## src/rtl/lsc_pkg.sv

```systemverilog
package lsc_pkg;
  typedef struct packed {
    logic lo_pwr;
    logic hi_bias;
    logic hi_pwr;
  } lsc_src_t;

  function automatic logic lsc_any_src(lsc_src_t flags, lsc_src_t masks,
                                       logic lo_blank);
    return (flags.hi_pwr  & ~masks.hi_pwr)  |
           (flags.hi_bias & ~masks.hi_bias) |
           (flags.lo_pwr  & ~masks.lo_pwr & ~lo_blank);
  endfunction
endpackage

```

## src/rtl/lsc_sync.sv

```systemverilog
module lsc_sync #(
  parameter int STAGES  = 2,
  parameter bit RST_VAL = 1'b1
) (
  input  logic clk,
  input  logic rst_n,
  input  logic d_i,
  output logic q_o
);
  logic [STAGES-1:0] chain_q;

  generate
    for (genvar i = 0; i < STAGES; i++) begin : g_stage
      always_ff @(posedge clk or negedge rst_n) begin
        if (!rst_n) chain_q[i] <= RST_VAL;
        else if (i == 0) chain_q[i] <= d_i;
        else chain_q[i] <= chain_q[(i == 0) ? 0 : i-1];
      end
    end
  endgenerate

  assign q_o = chain_q[STAGES-1];
endmodule

```

## src/rtl/lsc_rst_qual.sv

```systemverilog
module lsc_rst_qual #(
  parameter int RST_CYC = 16
) (
  input  logic clk,
  input  logic rst_n,
  input  logic pin_s_i,
  input  logic soft_i,
  output logic clr_o
);
  localparam int CW = $clog2(RST_CYC + 1);
  localparam logic [CW-1:0] LAST = CW'(RST_CYC - 1);
  localparam logic [CW-1:0] FULL = CW'(RST_CYC);

  logic [CW-1:0] hi_cnt_q;
  logic          soft_q;
  logic          pin_done;

  always_ff @(posedge clk or negedge rst_n) begin
    if (!rst_n) begin
      hi_cnt_q <= '0;
      soft_q   <= 1'b0;
    end else begin
      soft_q <= soft_i;
      if (!pin_s_i) hi_cnt_q <= '0;
      else if (hi_cnt_q != FULL) hi_cnt_q <= hi_cnt_q + 1'b1;
    end
  end

  assign pin_done = pin_s_i && (hi_cnt_q == LAST);
  assign clr_o    = pin_done || (soft_q && !soft_i);

  // a qualified pin event never occurs while the pin is low
  p_clr_needs_pin_r5: assert property (@(posedge clk) disable iff (!rst_n)
    pin_done |-> pin_s_i && $past(pin_s_i));
endmodule

```

## src/rtl/lsc_blank.sv

```systemverilog
module lsc_blank #(
  parameter int BLANK_CYC = 32
) (
  input  logic clk,
  input  logic rst_n,
  input  logic pd_i,
  output logic blank_o
);
  localparam int BW = $clog2(BLANK_CYC + 1);
  localparam logic [BW-1:0] LOAD = BW'(BLANK_CYC);

  logic [BW-1:0] left_q;

  always_ff @(posedge clk or negedge rst_n) begin
    if (!rst_n) left_q <= LOAD;
    else if (pd_i) left_q <= LOAD;
    else if (left_q != '0) left_q <= left_q - 1'b1;
  end

  assign blank_o = pd_i || (left_q != '0);

  p_blank_after_pd_r11: assert property (@(posedge clk) disable iff (!rst_n)
    $fell(pd_i) |-> blank_o);
endmodule

```

## src/rtl/lsc_fault_latch.sv

```systemverilog
module lsc_fault_latch (
  input  logic clk,
  input  logic rst_n,
  input  logic set_i,
  input  logic clr_i,
  output logic fault_o
);
  always_ff @(posedge clk or negedge rst_n) begin
    if (!rst_n) fault_o <= 1'b0;
    else if (set_i) fault_o <= 1'b1;
    else if (clr_i) fault_o <= 1'b0;
  end

  p_set_wins_r13: assert property (@(posedge clk) disable iff (!rst_n)
    set_i |=> fault_o);
  p_hold_r2: assert property (@(posedge clk) disable iff (!rst_n)
    $fell(fault_o) |-> $past(clr_i));
endmodule

```

## src/rtl/laser_safety_ctrl.sv

```systemverilog
module laser_safety_ctrl #(
  parameter int SYNC_STAGES = 2,
  parameter int RST_CYC     = 16,
  parameter int BLANK_CYC   = 32
) (
  input  logic clk,
  input  logic rst_n,
  input  logic pdr_pin,
  input  logic soft_pdr,
  input  logic flag_hi_pwr,
  input  logic flag_hi_bias,
  input  logic flag_lo_pwr,
  input  logic mask_hi_pwr,
  input  logic mask_hi_bias,
  input  logic mask_lo_pwr,
  input  logic gate_pol,
  input  logic en1_reg,
  input  logic en2_reg,
  input  logic sc_rx_los,
  output logic gate_out,
  output logic fault_latched,
  output logic pwr_down,
  output logic bias_en,
  output logic mod_en,
  output logic en1_out,
  output logic en2_out,
  output logic rx_los_out
);
  import lsc_pkg::*;

  logic     pin_s, clr_evt, lo_blank, src_hit;
  lsc_src_t flags, masks;

  assign flags = '{lo_pwr: flag_lo_pwr, hi_bias: flag_hi_bias, hi_pwr: flag_hi_pwr};
  assign masks = '{lo_pwr: mask_lo_pwr, hi_bias: mask_hi_bias, hi_pwr: mask_hi_pwr};

  lsc_sync #(.STAGES(SYNC_STAGES), .RST_VAL(1'b1)) u_sync (
    .clk(clk), .rst_n(rst_n), .d_i(pdr_pin), .q_o(pin_s));

  lsc_rst_qual #(.RST_CYC(RST_CYC)) u_qual (
    .clk(clk), .rst_n(rst_n), .pin_s_i(pin_s), .soft_i(soft_pdr), .clr_o(clr_evt));

  assign pwr_down = pin_s | soft_pdr;

  lsc_blank #(.BLANK_CYC(BLANK_CYC)) u_blank (
    .clk(clk), .rst_n(rst_n), .pd_i(pwr_down), .blank_o(lo_blank));

  assign src_hit = lsc_any_src(flags, masks, lo_blank);

  lsc_fault_latch u_latch (
    .clk(clk), .rst_n(rst_n), .set_i(src_hit), .clr_i(clr_evt), .fault_o(fault_latched));

  assign gate_out   = gate_pol ? ~fault_latched : fault_latched;
  assign bias_en    = ~pwr_down & ~fault_latched;
  assign mod_en     = ~pwr_down & ~fault_latched;
  assign en1_out    = pwr_down ? 1'b1 : en1_reg;
  assign en2_out    = pwr_down ? 1'b0 : en2_reg;
  assign rx_los_out = sc_rx_los;

  p_set_source_r1: assert property (@(posedge clk) disable iff (!rst_n)
    $rose(fault_latched) |-> $past((flag_hi_pwr & ~mask_hi_pwr) |
                                   (flag_hi_bias & ~mask_hi_bias) |
                                   (flag_lo_pwr & ~mask_lo_pwr)));
  p_pd_off_r7: assert property (@(posedge clk) disable iff (!rst_n)
    pwr_down |-> !bias_en && !mod_en);
  p_fault_off_r8: assert property (@(posedge clk) disable iff (!rst_n)
    fault_latched |-> !bias_en && !mod_en);
  p_sc_force_r9: assert property (@(posedge clk) disable iff (!rst_n)
    pwr_down |-> en1_out && !en2_out);
  p_hi_in_pd_r12: assert property (@(posedge clk) disable iff (!rst_n)
    (pwr_down && flag_hi_bias && !mask_hi_bias) |=> fault_latched);
endmodule

```

## config.mk

```make
export PLATFORM = sky130hd
export DESIGN_NAME = laser_safety_ctrl
export DESIGN_NICKNAME = d
export VERILOG_FILES = /design/src/rtl/lsc_pkg.sv /design/src/rtl/lsc_sync.sv /design/src/rtl/lsc_rst_qual.sv /design/src/rtl/lsc_blank.sv /design/src/rtl/lsc_fault_latch.sv /design/src/rtl/laser_safety_ctrl.sv
export SDC_FILE = /design/constraint.sdc
export NUM_CORES = 1
export LEC_CHECK = 0
export BUFFER_PORTS_ARGS = -buffer_cell sky130_fd_sc_hd__buf_4
export CAP_MARGIN = 10
export CORE_MARGIN = 2
export CORE_UTILIZATION = 50
export CTS_CLUSTER_DIAMETER = 80
export CTS_CLUSTER_SIZE = 16
export DETAILED_ROUTE_END_ITERATION = 8
export GPL_ROUTABILITY_DRIVEN = 1
export GPL_TIMING_DRIVEN = 0
export PLACE_DENSITY = 0.8
export SYNTH_ARGS = -nofsm -noshare
export SYNTH_HDL_FRONTEND = slang
export SYNTH_SLANG_ARGS = --single-unit
```

## constraint.sdc

```tcl
create_clock -name clk -period 3.4 [get_ports clk]
set_clock_uncertainty 0.15 [all_clocks]
set_input_delay 0.17 -clock clk [delete_from_list [all_inputs] [get_ports clk]]
set_output_delay 0.17 -clock clk [all_outputs]
set_load 0.02 [all_outputs]
```

======== Word-level counts from Yosys, hierarchy flattened ========
Cells that the tools add are included.
storage, ports and cells
  logic and storage cells ................. 42
  bits of input ports ..................... 14
  output and inout bits ................... 8
  flip-flop bits (word level) ............. 15
cells by class
  reductions and logical operators ........ 8
  bitwise gates (word level) .............. 14
  muxes and demuxes ....................... 9
  equal/unequal tests ..................... 3
  $add $sub $neg .......................... 2
operator list
  kind                                                 number
  two-way mux 6 bit                                    2
  two-way mux 5 bit                                    2
  inverter 1 bit                                       6
  nonzero test 6 bit                                   1
  subtractor 6 x 1 -> 6 bit, second input constant     1
  adder 5 x 1 -> 5 bit, second input constant          1
  bitwise AND 1 bit                                    5
  equality test 5 x 4 -> 1 bit, second input constant  1
  two-way mux 1 bit                                    5
  != test 5 bit, second input constant                 1
  nonzero test 2 bit                                   2
  bitwise OR 1 bit                                     3
  logical AND 1 bit                                    2
  logical OR 1 bit                                     2
  != test 2 x 1 -> 1 bit, second input constant        1
  zero test 1 bit                                      1

======== Depth between registers and ports, before layout ========
Gate-level depths: netlist (run 1).
  depth after elaboration ................. 6
  gate-level depth with buffers ........... 6
  depth with buffers taken out ............ 6

======== Modules after synthesis ========
A second synthesis (run 1) with hierarchy kept.
second synthesis, totals
  cells, all modules ...................... 81
  area total of the unflattened synthesis .. 845.8 sq um
by module, submodules not included
  module             area each (sq um)  seq. area each (sq um)  cells each  instances
  lsc_blank          351.6              151.4                   33          1
  lsc_rst_qual       331.6              150.1                   31          1
  laser_safety_ctrl  73.8               0.0                     12          1
  lsc_sync           52.6               52.6                    2           1
  lsc_fault_latch    36.3               25.0                    3           1

======== Worst setup path before layout (run 1) ========
No wires, ideal clock.
  kind .................................... register to output
  start point ............................. reg u_sync.chain_q[1] (netlist: u_sync.q_o)
  end point ............................... out mod_en
  buffers on the path ..................... 1
  cell stages (with the launch flop) ...... 5
  arrival ................................. 1.294 ns
  required time ........................... 3.080 ns
  path slack .............................. 1.786 ns
  path through ............................ dfstp_2 -> nor2_1 -> inv_1 -> nor2_1 -> buf_4
on the way
  word-level cells in the longest chain between the ends .. 3
ends and longest elaborated chain
  item                             line                     source
  start, declared                  lsc_sync.sv:10           logic [STAGES-1:0] chain_q;
  start signal, assigned by index  lsc_sync.sv:16           else if (i == 0) chain_q[i] <= d_i;
  start signal, assigned by index  lsc_sync.sv:17           else chain_q[i] <= chain_q[(i == 0) ? 0 : i-1];
  bitwise OR 1 bit                 laser_safety_ctrl.sv:43  assign pwr_down = pin_s | soft_pdr;
  named net pwr_down               laser_safety_ctrl.sv:22  output logic pwr_down,
  inverter 1 bit                   -
  bitwise AND 1 bit                -
  end, declared                    laser_safety_ctrl.sv:24  output logic mod_en,
The timed path passes the listed nets, and every way through them passes these cells.

======== Worst setup path in the final report (run 1) ========
  start point ............................. reg u_blank.left_q[0]
  end point ............................... reg u_latch.fault_o
on the way
  word-level cells in the longest chain between the ends .. 6
  elaborated cells on any way between the ends .. 7
  those cells by class .................... mux: 1; bitwise: 3; reduce/logical: 3
ends and longest elaborated chain
  item                                                            line                   source
  start, declared                                                 lsc_blank.sv:12        logic [BW-1:0] left_q;
  start signal, assigned                                          lsc_blank.sv:17        else if (left_q != '0) left_q <= left_q - 1'b1;
  nonzero test 6 bit *                                            lsc_blank.sv:20        assign blank_o = pd_i || (left_q != '0);
  logical OR 1 bit *                                              lsc_blank.sv:20
  inverter 1 bit *                                                lsc_pkg.sv:12          (flags.lo_pwr & ~masks.lo_pwr & ~lo_blank);
  bitwise AND 1 bit *                                             lsc_pkg.sv:12
  bitwise OR 1 bit *                                              lsc_pkg.sv:11          (flags.hi_bias & ~masks.hi_bias) |
  two-way mux 1 bit / nonzero test 2 bit (equally long branches)  -
  end signal, assigned                                            lsc_fault_latch.sv:9   if (!rst_n) fault_o <= 1'b0;
  end signal, assigned                                            lsc_fault_latch.sv:10  else if (set_i) fault_o <= 1'b1;
  end signal, assigned                                            lsc_fault_latch.sv:11  else if (clr_i) fault_o <= 1'b0;
  end, declared                                                   lsc_fault_latch.sv:6   output logic fault_o
Every way passes the cells marked *; elsewhere a longest branch is shown, timed or not.
A chain may end at the register's enable or synchronous reset.

==> flow_summary.ini, run 1 <==
[timing]
finalCritPeriodShare_pct = 62.63
hold_violations = 0
worst_hold_slack_ns = 0.1243
slew_viol_final = 0
layout_min_cycle_time_ns = 2.130
worst_slew_pin_slew_ns = 0.4106
fmax_mhz = 469.6
setup_viol = 0
fin_setup_tns_ns = 0
maxSlewHeadroom_pct = 72.57
rsz0062_at_grt = no

[yosys]
yosysSeqAreaShare_pct = 46.54
syn_area_um2 = 814.5
ys_seq_elements = 15
yosysWarnings = 0
synth-edff-count = 0
synthCells = 80
async_flop_share_pct = 100.0
ys.flop_type = dfrtp_1
avgSynthCellArea_um2 = 10.18
synth_cell_types = 31
synthesis.nets = 99

[finish]
nets = 129
final_util_pct = 69.62
syn2layout_area_growth_pct = 30.26
diodes = 0
final_area_um2 = 1061
nFillCells = 121
drive_above_1_share_pct = 27.52

[worst_setup_path]
worst-path-buf-inv = 2
crit_arrival_ns = 2.20
crit_family = buffers and inverters
cp-end-kind = flip-flop
r2r_end = u_latch.fault_o
r2r_cells = 6
setup.worst_path.start_class = flip-flop
crit_chain = inv_1, ha_1, nor2b_1, nand4_1, o2111ai_1, dlygate4sd3_1
timing.rr.start = u_blank.left_q[0]
worstSetupPathType = reg -> reg
crit_slowest_cell = dlygate4sd3_1
r2r_setup_slack_ns = 1.27
crit_fanout = 6
max_stage_delay_ns = 0.57
required_ns = 3.47

[die]
coreArea_um2 = 1524
fp-row-count = 14
start_util_pct = 53.45
fp.dieW_um = 44.36
io_pins = 22
die_y_um = 44.36
die-area_um2 = 1968

[place]
dpl.hpwl_um = 1143
io_buffers = 20
globalplace.congestion = 0.7590
placed_area_um2 = 984.7

[flow_run]
max_cap_violations = 0

[clock_tree]
ctsHtreeMaxLevel = 1
clkLatencyLatePin_ns = 0.28
numCtsBuffers = 3
clockBufferDepth = 2
cts_setup_buffers = 0
cts_tree = yes
clk_pin_slew_ns = 0.09
clock-root-buffer = clkbuf_4
clock_sinks = 15

[route]
routed-via-count = 679
routed_wl_um = 1519
drc_errors = 0
drtIter0Drc = 11
wl_per_cell_um = 12.15
drt_pass1_iterations = 4
antenna_left = 0
avgViaCountPerCell = 5.432

[global_route]
grt_max_degree = 16
grt_pass1_vias = 654
antenna_found_initial = 0
grtUsageTotal_pct = 20.19
grt_pass1_wl_um = 2835
grt_overflow = 0

[power]
power.leakage_uw = 0.0005096
power_density_nw_per_um2 = 372.7
peakVddDrop_uv = 213.0
power.total_uw = 395.5

[run_status]
status = completed

[worst_hold_path]
hp-class = in -> async
## per-layer routing
layer  track usage [%]  share of wire, %  wire length (um)
met5                 0                 0                 0
met4             7.273               1.3                19
met3             5.306               8.6               130
met2             33.53                46               693
met1             25.40                45               676
## area by class of cell
type / instances / area (um^2) / area share, %
Clock buffer: 4 / 26.28 / 2.476
Tap cell: 16 / 20.02 / 1.887
Buffer: 2 / 15.01 / 1.415
Sequential cell: 15 / 379.1 / 35.73
Inverter: 7 / 26.28 / 2.476
Timing Repair Buffer: 25 / 200.2 / 18.87
Multi-Input combinational cell: 56 / 394.1 / 37.15
## cell families after synthesis
| kind of cell | Yosys count | synth area share, % |
|---|---|---|
| buffers and inverters | 9 | 5.069 |
| adders and majority gates | 5 | 7.680 |
| DFF | 15 | 46.54 |
| AOI/OAI and AO/OA | 15 | 13.06 |
| xor gates and xnor gates | 3 | 3.226 |
| and+or+nand+nor | 33 | 24.43 |
## synth_stat cells (all sizes together) (2+ instances only)
library cell | count | area [um^2]
dfstp | 3 | 78.83
and2 | 2 | 12.51
xor2 | 2 | 17.52
nor2b | 3 | 18.77
nand3 | 4 | 20.02
inv | 7 | 26.28
ha | 5 | 62.56
a21oi | 5 | 25.02
buf | 2 | 15.01
and3 | 3 | 18.77
a21boi | 3 | 22.52
nor2 | 5 | 18.77
nand2b | 4 | 25.02
nand2 | 5 | 18.77
dfrtp | 12 | 300.3
## per-stage QoR
step | instances | setup slack [ns]
after global placement | 116 | 1.819
after global routing | 125 | 1.111
after CTS | 125 | 1.286
final | 125 | 1.270
after floorplan | 80 | 1.786
after detailed placement | 116 | 1.767
## layout by cell type, fill, tap and decap left out, types with 3 or more instances in the layout
master         instances
dlygate4sd3_1          5
ha_1                   5
inv_1                  7
clkbuf_4               3
dfrtp_1               12
buf_4                 22
dfstp_2                3
nor2_1                 5
nand2_1                5
nor2b_1                3
a21oi_1                5
and3_1                 3
nand3_1                4
nand2b_1               4
## where the power goes
| group | leakage [uW] | switching [uW] | total [uW] | internal [uW] |
|---|---|---|---|---|
| Sequential | 0.000188 | 12.6 | 204 | 192 |
| Combinational | 0.000307 | 44.2 | 91.3 | 47.1 |
| Clock | 0.0000150 | 54.4 | 99.9 | 45.5 |
## state kept, by name, indices dropped and copies added (netlist names)
register and flops:
u_latch.fault_o 1, u_sync.q_o 1, u_qual.hi_cnt_q 5, u_sync.chain_q 1, u_qual.soft_q 1, u_blank.left_q 6
## how the worst max path moves through the flow
stage | startpoint | endpoint | slack (ns) | cells after the start
final | u_blank.left_q[0] | u_latch.fault_o | 1.27 | 6
after CTS | u_blank.left_q[0] | u_latch.fault_o | 1.29 | 6
after detailed placement | u_blank.left_q[0] | u_blank.left_q[2] | 1.77 | 5
after floorplan | u_sync.q_o | mod_en | 1.79 | 4
after global routing | u_blank.left_q[0] | u_latch.fault_o | 1.11 | 6
after global placement | u_blank.left_q[0] | u_blank.left_q[2] | 1.82 | 5
## what timing repair did
item / 4_1_cts / 5_1_grt
endpoints found under the hold margin: 18 / 0
resized for setup: 0 / 0
endpoints found under the setup margin: 0 / 0
hold buffers: 5 / 0
No activity file was read; power rests on OpenSTA's default activity.
==> run 2, diff against run 1 <==
--- a/config.mk
+++ b/config.mk
@@ -5,6 +5,7 @@
 export SDC_FILE = /design/constraint.sdc
 export NUM_CORES = 1
 export LEC_CHECK = 0
+export ABC_AREA = 1
 export BUFFER_PORTS_ARGS = -buffer_cell sky130_fd_sc_hd__buf_4
 export CAP_MARGIN = 10
 export CORE_MARGIN = 2
==> constraint.sdc (replaced) <==
create_clock -name clk -period 2 [get_ports clk]
set_clock_uncertainty 0.15 [all_clocks]
set_input_delay 0.1 -clock clk [delete_from_list [all_inputs] [get_ports clk]]
set_output_delay 0.1 -clock clk [all_outputs]
set_load 0.02 [all_outputs]
==> flow_summary.ini, run 2 <==
[clock_tree]
clk_pin_slew_ns = 0.09
clock_sinks = 15
clock-root-buffer = clkbuf_4
cts_tree = yes
numCtsBuffers = 3
cts_resized = 0
clkLatencyLatePin_ns = 0.28
ctsHtreeMaxLevel = 1
clockBufferDepth = 2

[finish]
nFillCells = 121
fin_cells = 144
diodes = 0
drive_above_1_share_pct = 25.78
final_common_cell = buf_4
multi_input_area_um2 = 341.6
nets = 148
ff_latch_area_um2 = 379.1
syn2layout_area_growth_pct = 33.18
reg_top3 = u_blank.left_q: 6 flops, u_qual.hi_cnt_q: 5 flops
top_register = u_blank.left_q
largest_reg_flops = 6
layout_common_cells = buf_4, inv_1, nand2_1, dfrtp_1
final_area_um2 = 1070

[power]
power_density_nw_per_um2 = 635.7
peakVddDrop_uv = 383.1
power.leakage_uw = 0.0005535

[yosys]
yosysWarnings = 0
syn_area_um2 = 803.3
synthesis.nets = 116
avgSynthCellArea_um2 = 8.281
yosysSeqAreaShare_pct = 47.20
synth_cell_types = 21
async_flop_share_pct = 100.0
synth_area_leaders = dfrtp_1, dfstp_2, inv_1, nand2_1, ha_1
synthCells = 97
synth_common_cells = inv_1, nand2_1, dfrtp_1
synth_top_area_share_pct = 37.38
ys.flop_type = dfrtp_1
yosys.area.top_type = dfrtp_1
synth-edff-count = 0
ys_seq_elements = 15

[timing]
setup_viol = 0
hold_violations = 0
maxSlewHeadroom_pct = 83.77
worst_slew_pin_slew_ns = 0.2425
layout_min_cycle_time_ns = 1.705
worst_hold_slack_ns = 0.05137
finalCritPeriodShare_pct = 85.27
setup_slack_ns = 0.2946
slew_viol_final = 0
fmax_mhz = 586.4
fin_setup_tns_ns = 0
rsz0062_at_grt = no

[place]
placed_area_um2 = 973.4
dpl.hpwl_um = 1205
preCtsSetupSlack_ns = 0.5475
dp.cells = 133
io_buffers = 20
globalplace.congestion = 0.8490

[worst_setup_path]
max_stage_delay_ns = 0.55
cp-end-kind = output pin
crit_chain = dlygate4sd3_1, buf_4, nor2_4, inv_2, nor2_1, buf_4, buf_4
crit_fanout = 7
worstSetupPathType = in -> out
cpMostUsedCell = buf_4
required_ns = 1.75
crit_arrival_ns = 1.46
setup.worst_path.start_class = primary input
crit_slowest_cell = dlygate4sd3_1

[global_route]
grt_pass1_wl_um = 2684
grt_max_degree = 16
antenna_found_initial = 0
grtUsageTotal_pct = 19.15
grt_overflow = 0
grt_pass1_vias = 659

[die]
die-area_um2 = 1943
io_pins = 22
fp-row-count = 14
die_y_um = 44.08
start_util_pct = 53.32
fp.dieW_um = 44.08
coreArea_um2 = 1506

[run_status]
status = completed

[route]
routed-via-count = 726
drtIter0Drc = 11
drc_errors = 0
wl_per_cell_um = 11.46
avgViaCountPerCell = 5.042
routed_wl_um = 1650
drt_pass1_iterations = 6
antenna_left = 0

[worst_hold_path]
hp-class = in -> async

[flow_run]
max_cap_violations = 0
run 2: repair_timing:
action	4_1_cts	5_1_grt
setup buffers	0	0
hold buffers	7	0
hold endpoints to repair	22	0
run 2: cell families after synthesis:
kind of cell / after synthesis / synth area share [%]
flip-flops: 15 / 47.20
XOR/XNOR: 2 / 2.181
AO/OA/AOI/OAI: 10 / 6.698
adder cells (fa/ha/maj): 5 / 7.788
buffers and inverters: 20 / 10.28
AND/OR/NAND/NOR: 45 / 25.86
run 2: metal layers:
layer | GRT usage [%] | share of wire [%]
met1 | 25.13 | 44
met2 | 29.71 | 46
met3 | 6.122 | 9.2
met4 | 7.273 | 0.79
met5 | 0 | 0
run 2: area by class of cell:
cell class                      count  share of cell area (%)
Clock buffer                        4                   2.456
Inverter                           18                   6.316
Tap cell                           16                   1.871
Timing Repair Buffer               27                   20.58
Buffer                              2                   1.404
Multi-Input combinational cell     62                   31.93
Sequential cell                    15                   35.44
run 2: worst max-delay path: cells and delay by family:
family / cells / cell delay (ns)
and+or+nand+nor: 2 / 0.32
buffers and inverters: 5 / 1.02
run 2: final timing paths:
check                                    from           endpoint  slack [ns]  depth (start not counted)
min                                     rst_n  u_blank.left_q[4]        0.05                          2
min in group clk            u_sync.chain_q[0]         u_sync.q_o        0.21                          0
max reg2reg                u_qual.hi_cnt_q[0]    u_latch.fault_o        0.54                          9
max in group asynchronous               rst_n         u_sync.q_o        1.40                          2
max                                  soft_pdr             mod_en        0.29                          7
min reg2reg                 u_sync.chain_q[0]         u_sync.q_o        0.21                          0
run 2: stage by stage:
step	utilization [%]	power [uW]
CTS	71.01	685.9
finish	71.01	680.0
global placement	64.62	495.2
global route	71.01	719.7
detailed placement	64.62	503.5
floorplan	-	444.0
run 2: power by group:
group	total [uW]	internal [uW]	switching [uW]
Combinational	166	78.3	87.4
Clock	169	77.3	92.1
Sequential	345	327	18.4
